[src/rtl/gd_pkg.sv]
package gd_pkg;
   typedef enum logic [1:0] {
      GD_IDLE  = 2'd0,
      GD_DELAY = 2'd1,
      GD_OPEN  = 2'd2
   } gd_state_e;
endpackage

[src/rtl/gd_trig_select.sv]
module gd_trig_select #(
   parameter int NUM_SRC = 16
) (
   input  logic [NUM_SRC-1:0] flags_i,
   input  logic [NUM_SRC-1:0] mask_i,
   output logic               trig_o
);
   if (NUM_SRC < 1 || NUM_SRC > 32) begin : g_bad_src
      $error("gd_trig_select: NUM_SRC out of range");
   end

   logic [NUM_SRC-1:0] gated;

   for (genvar i = 0; i < NUM_SRC; i++) begin : g_src
      assign gated[i] = flags_i[i] & mask_i[i];
   end

   assign trig_o = |gated;
endmodule

[src/rtl/gd_elapsed_ctr.sv]
module gd_elapsed_ctr #(
   parameter int CNT_W = 16
) (
   input  logic             clk,
   input  logic             rst_n,
   input  logic             clr_i,
   input  logic             adv_i,
   output logic [CNT_W-1:0] cnt_o
);
   if (CNT_W < 2 || CNT_W > 32) begin : g_bad_w
      $error("gd_elapsed_ctr: CNT_W out of range");
   end

   localparam logic [CNT_W-1:0] CNT_MAX = {CNT_W{1'b1}};

   always_ff @(posedge clk) begin
      if (!rst_n) begin
         cnt_o <= '0;
      end else if (clr_i) begin
         cnt_o <= '0;
      end else if (adv_i && cnt_o != CNT_MAX) begin
         cnt_o <= cnt_o + 1'b1;
      end
   end
endmodule

[src/rtl/gd_window_fsm.sv]
module gd_window_fsm
   import gd_pkg::*;
#(
   parameter int CNT_W = 16
) (
   input  logic             clk,
   input  logic             rst_n,
   input  logic             trig_i,
   input  logic             retrig_en_i,
   input  logic             negate_i,
   input  logic [CNT_W-1:0] cnt_i,
   input  logic [CNT_W-1:0] start_i,
   input  logic [CNT_W-1:0] stop_i,
   output logic             clr_o,
   output logic             adv_o,
   output gd_state_e        st_o,
   output logic             gate_o
);
   gd_state_e st, st_nxt;
   logic      restart;

   assign restart = trig_i && (st == GD_IDLE || retrig_en_i);

   always_comb begin
      st_nxt = st;
      unique case (st)
         GD_IDLE: begin
            if (trig_i) st_nxt = GD_DELAY;
         end
         GD_DELAY: begin
            if (restart)               st_nxt = GD_DELAY;
            else if (cnt_i >= start_i) st_nxt = (stop_i > start_i) ? GD_OPEN : GD_IDLE;
         end
         GD_OPEN: begin
            if (restart)               st_nxt = GD_DELAY;
            else if (cnt_i >= stop_i)  st_nxt = GD_IDLE;
         end
         default: st_nxt = GD_IDLE;
      endcase
   end

   assign clr_o = restart;
   assign adv_o = (st != GD_IDLE) && !restart;
   assign st_o  = st;

   always_ff @(posedge clk) begin
      if (!rst_n) begin
         st     <= GD_IDLE;
         gate_o <= 1'b0;
      end else begin
         st     <= st_nxt;
         gate_o <= (st_nxt == GD_OPEN) ^ negate_i;
      end
   end

   logic is_open;
   assign is_open = (st == GD_OPEN);


   open_after_delay_chk: assert property (@(posedge clk) disable iff (!rst_n)
      $rose(is_open) |-> $past(st) == GD_DELAY);


   dead_hold_chk: assert property (@(posedge clk) disable iff (!rst_n)
      (!retrig_en_i && st == GD_OPEN && trig_i && cnt_i < stop_i) |=> st == GD_OPEN);


   never_open_chk: assert property (@(posedge clk) disable iff (!rst_n)
      (st == GD_DELAY && !(trig_i && retrig_en_i) && cnt_i >= start_i && stop_i <= start_i)
      |=> st == GD_IDLE);
endmodule

[src/rtl/gate_delay_unit.sv]
module gate_delay_unit
   import gd_pkg::*;
#(
   parameter int NUM_SRC = 16,
   parameter int CNT_W   = 16
) (
   input  logic               clk,
   input  logic               rst_n,
   input  logic [NUM_SRC-1:0] trig_flags,
   input  logic [NUM_SRC-1:0] src_mask,
   input  logic [CNT_W-1:0]   start_dly,
   input  logic [CNT_W-1:0]   stop_dly,
   input  logic               retrig_en,
   input  logic               negate,
   output logic               gate_out
);
   logic             trig, clr, adv;
   logic [CNT_W-1:0] cnt;
   gd_state_e        st;

   gd_trig_select #(.NUM_SRC(NUM_SRC)) u_sel (
      .flags_i (trig_flags),
      .mask_i  (src_mask),
      .trig_o  (trig)
   );

   gd_elapsed_ctr #(.CNT_W(CNT_W)) u_ctr (
      .clk   (clk),
      .rst_n (rst_n),
      .clr_i (clr),
      .adv_i (adv),
      .cnt_o (cnt)
   );

   gd_window_fsm #(.CNT_W(CNT_W)) u_fsm (
      .clk         (clk),
      .rst_n       (rst_n),
      .trig_i      (trig),
      .retrig_en_i (retrig_en),
      .negate_i    (negate),
      .cnt_i       (cnt),
      .start_i     (start_dly),
      .stop_i      (stop_dly),
      .clr_o       (clr),
      .adv_o       (adv),
      .st_o        (st),
      .gate_o      (gate_out)
   );


   restart_chk: assert property (@(posedge clk) disable iff (!rst_n)
      (retrig_en && (trig_flags & src_mask) != '0) |=> (st == GD_DELAY && cnt == '0));


   masked_idle_chk: assert property (@(posedge clk) disable iff (!rst_n)
      (st == GD_IDLE && (trig_flags & src_mask) == '0) |=> st == GD_IDLE);
endmodule

[config.mk]
export PLATFORM = sky130hd
export DESIGN_NAME = gate_delay_unit
export DESIGN_NICKNAME = d
export VERILOG_FILES = /design/src/rtl/gd_pkg.sv /design/src/rtl/gd_trig_select.sv /design/src/rtl/gd_elapsed_ctr.sv /design/src/rtl/gd_window_fsm.sv /design/src/rtl/gate_delay_unit.sv
export SDC_FILE = /design/constraint.sdc
export NUM_CORES = 1
export LEC_CHECK = 0
export BUFFER_PORTS_ARGS = -buffer_cell sky130_fd_sc_hd__buf_2
export CORE_AREA = 8 8 94 96
export DETAILED_ROUTE_END_ITERATION = 8
export DIE_AREA = 0 0 102 104
export GPL_TIMING_DRIVEN = 0
export SLEW_MARGIN = 20
export SYNTH_ARGS = -nofsm -noshare
export SYNTH_HDL_FRONTEND = slang
export SYNTH_SLANG_ARGS = --single-unit
export TNS_END_PERCENT = 1
[constraint.sdc]
create_clock -name clk -period 2.9 [get_ports clk]
set_clock_uncertainty 0.05 [all_clocks]
set_input_delay 0.29 -clock clk [delete_from_list [all_inputs] [get_ports clk]]
set_output_delay 0.29 -clock clk [all_outputs]
set_load 0.02 [all_outputs]
# Word-level counts from Yosys, hierarchy flattened
# Index checks and enable logic that the tools add are counted.
# Widths: inputs -> output; s select.
dict set report classes {
  reduce_logical 9
  n_bitwise 18
  addsub 1
  order_cmp 3
  mux 7
  n_eq_ne 4
}
# operator n
set ops {}
lappend ops {{$ge 16x16->1} 2}
lappend ops {{$add 16x1->16 const B} 1}
lappend ops {{$and 1x1->1} 16}
lappend ops {{$gt 16x16->1} 1}
lappend ops {{$ne 16x16->1 const B} 1}
lappend ops {{$reduce_or 16->1} 1}
lappend ops {{$mux 2} 6}
lappend ops {{$pmux 2 s3} 1}
lappend ops {{$eq 2x2->1 const B} 2}
lappend ops {{$logic_and 1x1->1} 3}
lappend ops {{$eq 2x1->1 const B} 1}
lappend ops {{$logic_not 2->1} 1}
lappend ops {{$reduce_bool 2->1} 1}
lappend ops {{$reduce_or 2->1} 1}
lappend ops {{$logic_not 1->1} 1}
lappend ops {{$logic_or 1x1->1} 1}
lappend ops {{$not 1->1} 1}
lappend ops {{$xor 1x1->1} 1}
dict set report word_totals {
  register_bits 19
  word_cells 45
  out_inout_bits 1
}

# Depth between registers and ports, before layout
# Gate-level depths: netlist of the first run.
dict set report depth {
  depth_word 7
  ltp_mapped 9
  depth_no_buf 9
}

# Cells and area by module
# Synthesis of the first run repeated with hierarchy kept, for this count alone.
dict set report hier_totals {
  hier_cells 266
  hier_area_um2 2264.7
}
# module area_each_um2 cells_per_inst instances seq_area_each_um2
set by_module_without_submodules {}
lappend by_module_without_submodules {gd_window_fsm 1298.7 166 1 60.1}
lappend by_module_without_submodules {gd_elapsed_ctr 864.6 91 1 320.3}
lappend by_module_without_submodules {gd_trig_select 101.3 9 1 0.0}

# Least setup slack after synthesis of the first run
# Ideal clock, no wire load.
dict set report synth_timing {
  path_type {register -> register}
  startpoint {reg u_ctr.cnt_o[3]}
  endpoint {reg u_ctr.cnt_o[1]}
  arrival_ns 1.918
  path_stages_with_launch 9
  required_ns 2.722
  setup_time_ns 0.128
  path_buffers 1
  setup_slack_ns 0.805
  path_cell_list {dfxtp_1 and4_4 nand4_4 or2_4 nor3_4 or2_1 buf_4 mux2i_1 nor2_1}
}
dict set report synth_between {
  elab_chain_len 2
}
# element line
set synth_rtl {}
lappend synth_rtl {{start: declaration} gd_elapsed_ctr.sv:8} ;# output logic [CNT_W-1:0] cnt_o
lappend synth_rtl {{start signal: assignment} gd_elapsed_ctr.sv:22} ;# cnt_o <= cnt_o + 1'b1;
lappend synth_rtl {{$ne 16x16->1} gd_elapsed_ctr.sv:21} ;# end else if (adv_i && cnt_o != CNT_MAX) begin
lappend synth_rtl {{$logic_and 1x1->1} gd_elapsed_ctr.sv:21}
# Every way passes these cells.
# A chain may end at the register's enable or synchronous reset.

# Worst setup path after layout of the first run
# Ends and elaborated chain as after synthesis.

==> flow_metrics.tcl, run 1 <==
set metrics [dict create \
    place_congestion 0.838 \
    status "finished, final reports clean" \
    synthArstFlopShare_pct 0 \
    clkSinkCount 19 \
    worstPathBufferInverterCount 1 \
    drc 0 \
    die_h_um 104 \
    ys_seq_area_share_pct 17.4 \
    critPathSlowestCell "dfxtp_1" \
    yosysWarnings 0 \
    port_buffers 68 \
    start_kind "register" \
    n_antenna_cell 0 \
    grt_pass1_vias 2230 \
    hpwl_um 5000 \
    drt-initial-drc-count 57 \
    synth-edff-count 0 \
    fin_nets 457 \
    drive_gt1_share_pct 25.1 \
    syn_nets 384 \
    ioPinCount 69 \
    worst_pin_slew_ps 506 \
    synth_area_sq_um 2190 \
    maxSlewViolCount 0 \
    post_cts_buffers 0 \
    cts_buffers 3 \
    post-route-min-period_ps 2360 \
    path_class "reg2reg" \
    grt_pass1_wl_um 9760 \
    arrival_ps 2460 \
    vias 2159 \
    core_sq_um 7450 \
    postRouteWirelength_um 5670 \
    ctsHoldBuffers 0 \
    netlist_instances 267 \
    synthDistinctLibCells 43 \
    timing.fmax_ghz 0.424 \
    worstHoldPathType "in2reg" \
    placed_cell_area_sq_um 2660 \
    initial_utilization_pct 29.4 \
    synth.avg_cell_area_sq_um 8.20 \
    final.setup.tns_ps 0 \
    cts_buffer_depth 2 \
    period_share_pct 81.3 \
    ys_ff_latch 19 \
    grt_max_degree 13 \
    cts_tree "built" \
    dieArea_sq_um 10600 \
    cp_data_required_time_ps 3000 \
    wl_per_cell_um 12.9 \
    max_stage_delay_ps 470 \
    dr.pass1.iters 4 \
    syn_to_final_growth_pct 23.6 \
    synth_flop_cell "dfxtp_1" \
    whs_ps 230 \
    cts-root-buf "clkbuf_8" \
    grt.total_usage_pct 11.0 \
    max_slew_margin_pct 66.0 \
    hold_violations 0 \
    die_w_um 102 \
    cpLargestDelayFamily "simple AND/OR/NAND/NOR gates" \
    setup-violations-final 0 \
    ant_nets 0 \
    final_core_util_pct 36.3 \
    crit_chain "and4_4, nand4_4, or2_4, nor3_4, or2_1, buf_4, mux2i_1, nor2_1" \
    antenna_found_initial 0 \
    clock_latency_ps 260 \
    maxCapViolations 0 \
    powerDensity_nw_per_um2 234 \
    final_area_sq_um 2710 \
    clk_pin_slew_ps 80 \
    grt_overflow_total 0 \
    worst_setup_path_end_kind "register" \
    rows 32 \
    cts-htree-levels 1 \
    cts_resized 0 \
    rsz0062_at_grt "no" \
    crit_fanout 10 \
    fillers 800 \
    p_leak_nw 1.35 \
    viasPerCell 4.90 \
    irDropWorstVdd_uv 143 \
]
flip-flops by register name, summed over array words and instances (netlist names):
register / count
u_fsm.st_o: 2
u_fsm.gate_o: 1
u_ctr.cnt_o: 16
per-layer routing:
metal | wire, um | track usage, % | share of wire [%]
met1 | 2570 | 13.2 | 45
met4 | 36 | 2.10 | 0.64
met5 | 0 | 0 | 0
met2 | 2620 | 18.4 | 46
met3 | 436 | 3.75 | 7.7
logic make-up (layout without fill, tap and decap cells):
| logic type | count (synthesis) | count (layout) | share of synthesized area (%) |
|---|---|---|---|
| simple gates | 88 | 88 | 23.1 |
| compound gates | 58 | 58 | 18.8 |
| fa+ha+maj | 50 | 50 | 28.5 |
| buf+inv | 40 | 112 | 7.38 |
| flops | 19 | 19 | 17.4 |
| xor+xnor | 10 | 10 | 4.00 |
| mux | 2 | 2 | 0.915 |
cells in the final DEF (no fill, tap or decap), types with 3 or more instances in the layout:
master / count
buf_2: 68
ha_1: 49
inv_1: 37
nor2_1: 21
a21oi_1: 21
dfxtp_1: 19
nand2_1: 14
nand4_1: 12
nand3_1: 11
xnor2_1: 10
a21o_1: 6
nor4_1: 5
o21ai_0: 5
a22o_1: 4
a221oi_2: 4
nor3_1: 4
nand2b_1: 4
a2111oi_0: 3
clkbuf_8: 3
cells in the mapped netlist (5+ instances only):
master	instances	area (sq um)
nand2_1	14	52.6
a21oi_1	21	105
ha_1	49	613
nand4_1	12	75.1
dfxtp_1	19	380
o21ai_0	5	25.0
nand3_1	11	55.1
a21o_1	6	45.0
xnor2_1	10	87.6
nor4_1	5	31.3
inv_1	37	139
nor2_1	21	78.8
worst paths after layout:
| check | slack, ps | cells past startpoint | from | to |
|---|---|---|---|---|
| worst min register to register | 510 | 2 | u_ctr.cnt_o[13] | u_ctr.cnt_o[13] |
| worst max-delay path | 540 | 8 | u_ctr.cnt_o[3] | u_ctr.cnt_o[1] |
| worst min-delay path | 230 | 3 | negate | u_fsm.gate_o |
| worst max register to register | 540 | 8 | u_ctr.cnt_o[3] | u_ctr.cnt_o[1] |
stage by stage:
stage / total power, W / cells / setup slack, ps
final: 0.000634 / 441 / 541
after global routing: 0.000685 / 441 / 246
after CTS: 0.000643 / 441 / 505
after detailed placement: 0.000445 / 437 / 483
after global placement: 0.000442 / 437 / 517
after floorplan: 0.000367 / 267 / 805
where the power goes:
part / internal (W) / leakage, nW / total (W) / switching, W
registers: 0.000263 / 0.154 / 0.000265 / 0.00000218
clock network: 0.0000971 / 0.0217 / 0.000197 / 0.0000995
logic: 0.0000854 / 1.18 / 0.000172 / 0.0000868
tightest hold or removal path, delay by kind of cell:
| kind | cells | cell delay [ps] |
|---|---|---|
| multiplexers | 1 | 60 |
| AND/OR/NAND/NOR | 1 | 50 |
| buffers and inverters | 1 | 100 |
cell type report:
class / instances / area (sq um) / area share (%)
sequential: 19 / 380 / 14.1
timing repair buffer: 68 / 340 / 12.6
clock buffer: 3 / 41.3 / 1.53
inverter: 37 / 139 / 5.13
buffer: 3 / 22.5 / 0.833
multi-input combinational: 208 / 1650 / 60.9
clock inverter: 1 / 7.51 / 0.278
tap: 102 / 128 / 4.72
Power figures use the tool's default switching activity.
==> run 2: changes to the inputs <==
- ABC_AREA: not set -> 1
- CORE_AREA: 8 8 94 96 -> 8 8 98 100
- DIE_AREA: 0 0 102 104 -> 0 0 106 108
- clock period: 2.9 -> 2.15 ns (I/O delays scaled with it)
==> flow_metrics.tcl, run 2 <==
set metrics [dict create \
    crit_fanout 5 \
    drc 0 \
    port_buffers 68 \
    irDropWorstVdd_uv 158 \
    grt.total_usage_pct 11.1 \
    worst_setup_path_end_kind "register" \
    final.setup.tns_ps 0 \
    r2r-start "u_ctr.cnt_o[0]" \
    drt-initial-drc-count 160 \
    largest_register_ffs 16 \
    viasPerCell 4.44 \
    dr.pass1.iters 4 \
    powerDensity_nw_per_um2 294 \
    pwr-share-clk_pct 29.7 \
    top_register "u_ctr.cnt_o" \
    wl_per_cell_um 11.0 \
    synth_area_leader_cell "ha_1" \
    syn_to_final_growth_pct 21.3 \
    final_common_cell "nand2_1" \
    critPathSlowestCell "dfxtp_1" \
    die_w_um 106 \
    period_share_pct 88.7 \
    synth_flop_cell "dfxtp_1" \
    synth_top_area_share_pct 25.2 \
    fin_nets 583 \
    synth_most_common_cell "nand2_1" \
    post-route-min-period_ps 1910 \
    vias 2532 \
    synthDistinctLibCells 31 \
    layout_common_cells "nand2_1 (121), inv_1 (71), buf_2 (68), ha_1 (49), nor2_1 (36)" \
    postRouteWirelength_um 6280 \
    power.share.sequential_pct 41.2 \
    combPwrFrac_pct 29.1 \
    start_kind "register" \
    cts-htree-levels 1 \
    synth.avg_cell_area_sq_um 6.20 \
    rsz0062_at_grt "no" \
    cts-root-buf "clkbuf_8" \
    antenna_found_initial 0 \
    r2r_end "u_fsm.gate_o" \
    arrival_ps 2060 \
    p_leak_nw 1.69 \
    maxCapViolations 0 \
    max_slew_margin_pct 70.5 \
    synth_area_sq_um 2440 \
    ys_ff_latch 19 \
    core_sq_um 8050 \
    p_sw_share_pct 30.9 \
    final_cells 570 \
    ioPinCount 69 \
    hold_depth 3 \
    grt_pass1_wl_um 10700 \
    place_congestion 0.838 \
    grt_overflow_total 0 \
    n_antenna_cell 0 \
    drive_gt1_share_pct 18.3 \
    yosys-top-cells-count "nand2_1 (121), inv_1 (71), ha_1 (49)" \
    cts_buffers 3 \
    initial_utilization_pct 30.3 \
    path_class "reg2reg" \
    status "finished, final reports clean" \
    clkSinkCount 19 \
    r2r_setup_slack_ps 240 \
    worstHoldPathType "in2reg" \
    cp_data_required_time_ps 2310 \
    ant_nets 0 \
    netlist_instances 393 \
    maxSlewViolCount 0 \
    cts_resized 0 \
    dp_cells 566 \
    crit_start "u_ctr.cnt_o[0]" \
    max_stage_delay_ps 380 \
    setup-violations-final 0 \
    clk_pin_slew_ps 80 \
    cts_tree "built" \
    yosys-top-cells-area "ha_1 (25%), nand2_1 (19%), dfxtp_1 (16%)" \
    ctsHoldBuffers 0 \
    p_int_w 0.000600 \
    crit_chain "inv_1, ha_1, nand2_1, nor2_1, and2_1, nor2_1, nand2_1, nand2_1, a21oi_1, nand3_1, nand2_1, inv_1, nor2_1" \
    final_core_util_pct 36.7 \
    hpwl_um 5490 \
    grt_max_degree 12 \
    clock_latency_ps 260 \
    worstSetupEndpoint "u_fsm.gate_o" \
    grt_pass1_vias 2515 \
    rows 33 \
    hold_violations 0 \
    syn_nets 510 \
    synthArstFlopShare_pct 0 \
    path_common_cell "nand2_1" \
    ys_seq_area_share_pct 15.6 \
    timing.fmax_ghz 0.525 \
    cts_buffer_depth 2 \
    worst_pin_slew_ps 442 \
    ff2ff_path_depth 13 \
    p_switching_w 0.000269 \
    die_h_um 108 \
    synth-edff-count 0 \
    yosysWarnings 0 \
    dieArea_sq_um 11400 \
    post_cts_buffers 0 \
]
## run 2: critical path, delay by kind of cell, from the launching register on
kind	cells	cell delay, ps
flip-flops	1	380
AO/OA/AOI/OAI	1	220
adder cells (fa/ha/maj)	1	300
AND/OR/NAND/NOR	9	740
buffers and inverters	2	180
## run 2: cell type report
class	count	area, sq um
multi-input cells	298	1750
flip-flops and latches	19	380
repair buffers	68	340
clock buffers	3	41.3
plain buffers	2	22.5
inverters	74	280
clock inverters	1	5.00
well taps	105	131
fillers	907	5100
## run 2: kinds of logic (layout without fill, tap and decap cells)
logic type | after synthesis | after routing | synth area share [%]
simple gates | 200 | 200 | 35.5
buf+inv | 76 | 148 | 12.4
fa+ha+maj | 49 | 49 | 25.2
compound gates | 44 | 44 | 9.50
flops | 19 | 19 | 15.6
xor+xnor | 5 | 5 | 1.80
## run 2: metrics by stage
stage                     setup slack (ps)  total power [W]  cell area [sq um]  hold WS, ps
after floorplan                        518         0.000519               2440          286
after global placement                 255         0.000614               2910          414
after detailed placement               230         0.000623               2910          416
after CTS                              218         0.000883               2950          132
after global routing                  54.6         0.000940               2950          127
final                                  244         0.000869               2950          134
## run 2: layer usage
layer  wire, um  vias to the layer above  part of all wire [%]  track usage (%)
li1           -                     1398                     -                -
met5          0                        -                     0                0
met2       3090                       50                    49             20.9
met3        388                        5                   6.2             2.97
met4         56                        0                  0.89             2.81
met1       2740                     1079                    44             12.0
## run 2: worst min path at each step
stage                   endpoint  start
floorplan           u_fsm.gate_o  rst_n
global placement    u_fsm.gate_o  rst_n
detailed placement  u_fsm.gate_o  rst_n
CTS                 u_fsm.gate_o  rst_n
global route        u_fsm.gate_o  rst_n
finish              u_fsm.gate_o  rst_n
## run 2: power groups by stage
| stage | combinational (W) | clock (W) | sequential [W] |
|---|---|---|---|
| floorplan | 0.000151 | 0 | 0.000367 |
| global placement | 0.000247 | 0 | 0.000366 |
| detailed placement | 0.000256 | 0 | 0.000367 |
| CTS | 0.000258 | 0.000267 | 0.000358 |
| global route | 0.000298 | 0.000283 | 0.000359 |
| finish | 0.000253 | 0.000258 | 0.000358 |
